## src/rtl/vdet_pkg.sv

```systemverilog
package vdet_pkg;

  // Mode masks; the packed order matches mode register bits [3:0]
  typedef struct packed {
    logic evtEn;
    logic irqEn;
    logic fallEn;
    logic riseEn;
  } modeMask_t;

  // Clear strobes from the control to the datapath
  typedef struct packed {
    logic clrFall;
    logic clrRise;
  } pendStrobe_t;

  localparam int MASK_W = $bits(modeMask_t);
  localparam int PEND_W = 2;

  localparam logic [1:0] ADDR_CTRL = 2'd0;
  localparam logic [1:0] ADDR_MODE = 2'd1;
  localparam logic [1:0] ADDR_PEND = 2'd2;

endpackage

```

## src/rtl/vdet_ctrl.sv

```systemverilog
module vdet_ctrl
  import vdet_pkg::*;
#(
  parameter int DATA_W  = 8,
  parameter int ADDR_W  = 2,
  parameter int LEVEL_W = 3
) (
  input  logic                clk,
  input  logic                rstN,
  input  logic                busSel,
  input  logic                busWr,
  input  logic [ADDR_W-1:0]   busAddr,
  input  logic [DATA_W-1:0]   busWdata,
  output logic [DATA_W-1:0]   busRdata,
  input  logic                statusBit,
  input  logic [PEND_W-1:0]   pendFlags,
  output logic [LEVEL_W-1:0]  levelSel,
  output logic                detEnable,
  output modeMask_t           masks,
  output pendStrobe_t         strobes
);

  localparam int EN_BIT   = LEVEL_W;
  localparam int STAT_BIT = LEVEL_W + 1;

  logic      wrCtrl, wrMode, wrPend;
  logic      blankPhase;
  modeMask_t stagedMask;

  assign wrCtrl = busSel && busWr && (busAddr == ADDR_W'(ADDR_CTRL));
  assign wrMode = busSel && busWr && (busAddr == ADDR_W'(ADDR_MODE));
  assign wrPend = busSel && busWr && (busAddr == ADDR_W'(ADDR_PEND));

  always_ff @(posedge clk) begin
    if (!rstN) begin
      levelSel   <= '0;
      detEnable  <= 1'b0;
      masks      <= '0;
      stagedMask <= '0;
      blankPhase <= 1'b0;
    end else begin
      if (wrCtrl) begin
        levelSel  <= busWdata[LEVEL_W-1:0];
        detEnable <= busWdata[EN_BIT];
      end
      if (wrMode) begin
        // drop every mask first, apply the request one cycle later
        masks      <= '0;
        stagedMask <= modeMask_t'(busWdata[MASK_W-1:0]);
        blankPhase <= 1'b1;
      end else if (blankPhase) begin
        masks      <= stagedMask;
        blankPhase <= 1'b0;
      end
    end
  end

  assign strobes.clrRise = wrPend && busWdata[0];
  assign strobes.clrFall = wrPend && busWdata[1];

  always_comb begin
    busRdata = '0;
    case (busAddr)
      ADDR_W'(ADDR_CTRL): begin
        busRdata[LEVEL_W-1:0] = levelSel;
        busRdata[EN_BIT]      = detEnable;
        busRdata[STAT_BIT]    = statusBit;
      end
      ADDR_W'(ADDR_MODE): busRdata[MASK_W-1:0] = masks;
      ADDR_W'(ADDR_PEND): busRdata[PEND_W-1:0] = pendFlags;
      default:            busRdata = '0;
    endcase
  end

endmodule

```

## src/rtl/vdet_datapath.sv

```systemverilog
module vdet_datapath
  import vdet_pkg::*;
#(
  parameter int SYNC_STAGES = 2
) (
  input  logic              clk,
  input  logic              rstN,
  input  logic              cmpBelow,
  input  logic              detEnable,
  input  modeMask_t         masks,
  input  pendStrobe_t       strobes,
  output logic              statusBit,
  output logic [PEND_W-1:0] pendFlags,
  output logic              irqOut,
  output logic              evtPulse
);

  localparam int SYNC_MSB = SYNC_STAGES - 1;

  logic [SYNC_STAGES-1:0] syncReg;
  logic                   syncLvl, prevLvl;
  logic [PEND_W-1:0]      hitVec, clrVec;

  always_ff @(posedge clk) begin
    if (!rstN) begin
      syncReg <= '0;
      prevLvl <= 1'b0;
    end else begin
      syncReg <= {syncReg[SYNC_STAGES-2:0], cmpBelow};
      prevLvl <= syncLvl;
    end
  end

  assign syncLvl   = syncReg[SYNC_MSB];
  assign statusBit = detEnable && syncLvl;

  assign hitVec[0] = detEnable && masks.riseEn && syncLvl && !prevLvl;
  assign hitVec[1] = detEnable && masks.fallEn && !syncLvl && prevLvl;
  assign clrVec[0] = strobes.clrRise;
  assign clrVec[1] = strobes.clrFall;

  for (genvar i = 0; i < PEND_W; i++) begin : g_flag
    always_ff @(posedge clk) begin
      if (!rstN) pendFlags[i] <= 1'b0;
      else       pendFlags[i] <= (pendFlags[i] && !clrVec[i]) || hitVec[i];
    end
  end

  always_ff @(posedge clk) begin
    if (!rstN) evtPulse <= 1'b0;
    else       evtPulse <= masks.evtEn && (|hitVec);
  end

  assign irqOut = masks.irqEn && (|pendFlags);

endmodule

```

## src/rtl/vdet_edge_unit.sv

```systemverilog
module vdet_edge_unit
  import vdet_pkg::*;
#(
  parameter int DATA_W      = 8,
  parameter int ADDR_W      = 2,
  parameter int LEVEL_W     = 3,
  parameter int SYNC_STAGES = 2
) (
  input  logic               clk,
  input  logic               rstN,
  input  logic               cmpBelow,
  input  logic               busSel,
  input  logic               busWr,
  input  logic [ADDR_W-1:0]  busAddr,
  input  logic [DATA_W-1:0]  busWdata,
  output logic [DATA_W-1:0]  busRdata,
  output logic [LEVEL_W-1:0] levelSel,
  output logic               irqOut,
  output logic               evtPulse
);

  modeMask_t         modeMask;
  pendStrobe_t       pendStrb;
  logic              detEnable;
  logic              statusBit;
  logic [PEND_W-1:0] pendFlags;

  vdet_ctrl #(.DATA_W(DATA_W), .ADDR_W(ADDR_W), .LEVEL_W(LEVEL_W)) u_ctrl (
    .clk(clk), .rstN(rstN),
    .busSel(busSel), .busWr(busWr), .busAddr(busAddr),
    .busWdata(busWdata), .busRdata(busRdata),
    .statusBit(statusBit), .pendFlags(pendFlags),
    .levelSel(levelSel), .detEnable(detEnable),
    .masks(modeMask), .strobes(pendStrb)
  );

  vdet_datapath #(.SYNC_STAGES(SYNC_STAGES)) u_dp (
    .clk(clk), .rstN(rstN), .cmpBelow(cmpBelow),
    .detEnable(detEnable), .masks(modeMask), .strobes(pendStrb),
    .statusBit(statusBit), .pendFlags(pendFlags),
    .irqOut(irqOut), .evtPulse(evtPulse)
  );

endmodule

```

## config.mk

```make
export PLATFORM = sky130hd
export DESIGN_NAME = vdet_edge_unit
export DESIGN_NICKNAME = d
export VERILOG_FILES = /design/src/rtl/vdet_pkg.sv /design/src/rtl/vdet_ctrl.sv /design/src/rtl/vdet_datapath.sv /design/src/rtl/vdet_edge_unit.sv
export SDC_FILE = /design/constraint.sdc
export NUM_CORES = 1
export LEC_CHECK = 0
export BUFFER_PORTS_ARGS = -buffer_cell sky130_fd_sc_hd__buf_2
export CAP_MARGIN = 20
export CORE_MARGIN = 4
export CORE_UTILIZATION = 25
export DETAILED_ROUTE_END_ITERATION = 6
export GPL_ROUTABILITY_DRIVEN = 1
export PLACE_DENSITY = 0.52
export REMOVE_ABC_BUFFERS = 1
export SYNTH_ARGS = -nofsm -noshare
export SYNTH_HDL_FRONTEND = slang
export SYNTH_HIERARCHICAL = 1
export SYNTH_SLANG_ARGS = --single-unit
```

## constraint.sdc

```tcl
create_clock -name clk -period 1.06 [get_ports clk]
set_input_delay 0.106 -clock clk [delete_from_list [all_inputs] [get_ports clk]]
set_output_delay 0.106 -clock clk [all_outputs]
set_load 0.1 [all_outputs]
```

==> summary.md <==
| Metric | Value |
|---|---|
| Worst Reg2Reg Path Length in Cells | `4` |
| Unique masters post-synth | `24` |
| Area grow syn2layout | `44.3%` |
| Iteration-0 DRC Markers | `8` |
| Nets | `128` |
| P_int | `1.06 mW` |
| Min-delay worst type | `primary input to flip-flop` |
| Die width | `68.4 microns` |
| Clk slew on worst S/H paths | `0.07 ns` |
| CP endpoint | `busRdata[4]` |
| Switch share | `24.4%` |
| Status | `finished, violations left` |
| Root Driver | `clkbuf_8` |
| Syn avg cell area | `10.5 sq um` |
| Reg2Reg Setup Slack | `0.18 ns` |
| Post-Layout Cell Count | `158` |
| Routed Antenna Nets | `0` |
| WP data required | `0.95 ns` |
| # hold bufs at CTS | `0` |
| PnR worst setup slack | `-0.156 ns` |
| Core outline area | `0.00344 sq mm` |
| Final worst path period need | `1.22 ns` |
| Max-slew violation count | `0` |
| Share of layout cells above drive strength 1 | `47.3%` |
| Latest clock arrival within the worst-skew pair | `0.25 ns` |
| R2R Path Start | `u_ctrl/detEnable` |
| Total GRT Usage | `8.49%` |
| Global-route wire length before repair | `2.97 mm` |
| Leak pwr | `0.509 nW` |
| Gate Count Post-Synth | `87` |
| DP HPWL | `1.41 mm` |
| Fmax | `822 MHz` |
| Biggest area contributors in the synthesized netlist | `dfxtp_1 42%, mux2i_1 18%, nor3b_2 5.5%` |
| Initial antenna violation count | `0` |
| Sequential fraction of the synthesis area | `41.7%` |
| Num rows | `21` |
| Pin count of the biggest net entering global routing | `24` |
| Arr. time, crit path | `1.11 ns` |
| Util after Layout | `38.2%` |
| First-pass DRT Iterations | `4` |
| Leading area contributor after synthesis | `dfxtp_1` |
| Combinational fraction of design power | `14.4%` |
| Routed wire length per instance | `11.3 microns` |
| Critical path class | `flip-flop to output pin` |
| Setup crit start kind | `flip-flop` |
| Synth Cell Area | `912 sq um` |
| Setup violators final | `5` |
| Clk pwr share | `33.5%` |
| Grt ovf | `0` |
| Via-to-Cell Ratio | `4.20` |
| # H-tree levels | `1` |
| Die ar. | `0.00468 sq mm` |
| Final setup TNS | `-0.558 ns` |
| Register bit count reported by yosys | `19` |
| Vias in the first global route | `664` |
| Net switching power | `0.342 mW` |
| Most frequent cells in the layout | `16 x mux2i_1, 13 x nand2_1, 12 x dfxtp_1` |
| DRC Markers | `0` |
| N_diodes | `0` |
| Buffers on Ports | `20` |
| Peak VDD IR | `0.331 mV` |
| GPL Wtd Cong | `0.773` |
| DR vias | `664` |
| I/O pin total | `28` |
| R2r endpoint | `u_dp/evtPulse` |
| CTS max path bufs | `2` |
| Initial Util | `26.5%` |
| Max-capacitance violation count | `0` |
| Layout Skew | `0.00362 ns` |
| CTS tree | `built` |
| RSZ-0062 raised after global routing | `true` |
| Final Hold Fails | `0` |
| Crit path from | `u_ctrl/detEnable` |
| Placed Instances | `154` |
| Worst setup EP type | `output pin` |
| Die H | `68.4 microns` |
| CTS buffer count | `3` |
| Most common cell after layout, fill and taps aside | `mux2i_1` |
| CTS Sinks | `19` |
| Routed wire length | `1.79 mm` |
| Synth top area share | `41.7%` |
| Yosys Warn Count | `6` |
| Reg power frac | `52.1%` |
| Worst-path maximum fanout | `2` |
| Failing checks | `setup timing` |
| Period utilization | `115%` |
| Fill cells | `338` |
| Cell Pwr Density | `1070 mW/mm^2` |
==> kinds of logic after synthesis <==
| kind of cell | Yosys count | synth area share, % |
|---|---|---|
| AOI/OAI and AO/OA | 6 | 4.94 |
| buffers and inverters | 10 | 8.37 |
| DFF | 19 | 41.7 |
| muxes | 16 | 17.6 |
| other | 1 | 0.411 |
| and+or+nand+nor | 35 | 27.0 |
==> per-layer routing <==
| metal | share of wire, % | up-vias | GRT usage [%] | routed length (microns) |
|---|---|---|---|---|
| met5 | 0 | - | 0 | 0 |
| met1 | 45 | 298 | 10.2 | 810 |
| met4 | 2.1 | 0 | 4.47 | 38 |
| li1 | - | 342 | - | - |
| met2 | 47 | 20 | 14.2 | 833 |
| met3 | 5.7 | 4 | 1.64 | 102 |
==> Yosys cell counts <==
| library cell | number |
|---|---|
| a21boi_1 | 2 |
| a21oi_1 | 1 |
| and2_1 | 4 |
| and2_2 | 3 |
| and2b_2 | 1 |
| and4b_1 | 1 |
| and4b_2 | 1 |
| buf_1 | 1 |
| buf_2 | 1 |
| buf_4 | 4 |
| buf_6 | 3 |
| clkbuf_1 | 1 |
| conb_1 | 1 |
| dfxtp_1 | 19 |
| mux2i_1 | 16 |
| nand2_1 | 13 |
| nand2b_1 | 2 |
| nand4b_1 | 2 |
| nor2_1 | 2 |
| nor3b_1 | 1 |
| nor3b_2 | 4 |
| nor4bb_4 | 1 |
| o21a_1 | 1 |
| o2bb2ai_1 | 2 |
==> per-stage QoR <==
| stage | area, sq um | total power, mW | setup WS [ns] | hold slack [ns] |
|---|---|---|---|---|
| 2_1_floorplan | 843 | 0.862 | -1.73 | 0.228 |
| 3_3_place_gp | 1230 | 0.942 | 0.0159 | 0.306 |
| 3_5_place_dp | 1230 | 0.944 | 0.0146 | 0.315 |
| 4_1_cts | 1300 | 1.43 | -0.194 | 0.0519 |
| 5_1_grt | 1320 | 1.47 | -0.214 | 0.0819 |
| 6_report | 1320 | 1.41 | -0.156 | 0.0570 |
==> timing repair <==
item | CTS | global route
setup buffers | 1 | 0
pin swaps | 2 | 2
gates resized for setup | 9 | 5
endpoints found under the setup margin | 6 | 6
==> area by class of cell <==
class | count | area [sq um] | area share [%]
clock buffer | 4 | 45.0 | 3.42
sequential | 19 | 389 | 29.6
multi-input combinational | 60 | 490 | 37.3
tap | 46 | 57.6 | 4.37
timing repair buffer | 29 | 334 | 25.4
==> flip-flops by register name (all words and copies together), names as in the netlist <==
register	cells
u_ctrl/stagedMask	4
u_ctrl/blankPhase	1
u_dp/syncReg	2
u_dp/prevLvl	1
u_ctrl/detEnable	1
u_ctrl/masks	4
u_dp/pendFlags	2
u_ctrl/levelSel	3
u_dp/evtPulse	1
==> worst min-delay path by stage <==
stage	startpoint	to	slack, ns	depth (start not counted)
after floorplan	cmpBelow	u_dp/syncReg[0]	0.23	1
after CTS	cmpBelow	u_dp/syncReg[0]	0.05	2
after global routing	cmpBelow	u_dp/syncReg[0]	0.08	2
after detailed placement	cmpBelow	u_dp/syncReg[0]	0.31	2
final	cmpBelow	u_dp/syncReg[0]	0.06	2
after global placement	cmpBelow	u_dp/syncReg[0]	0.31	2
==> worst max-delay path, cell delays in order (launching register included) <==
cell and delay, ns:
dfxtp_2 0.33, and2_4 0.12, nor3b_4 0.21, buf_12 0.20
==> power groups by stage <==
stage               clock (mW)  sequential (mW)  combinational (mW)
global route             0.518            0.733               0.215
CTS                      0.496            0.732               0.202
global placement             0            0.747               0.194
floorplan                    0            0.766              0.0965
detailed placement           0            0.748               0.196
finish                   0.471            0.733               0.202
Power figures use the tool's default switching activity.
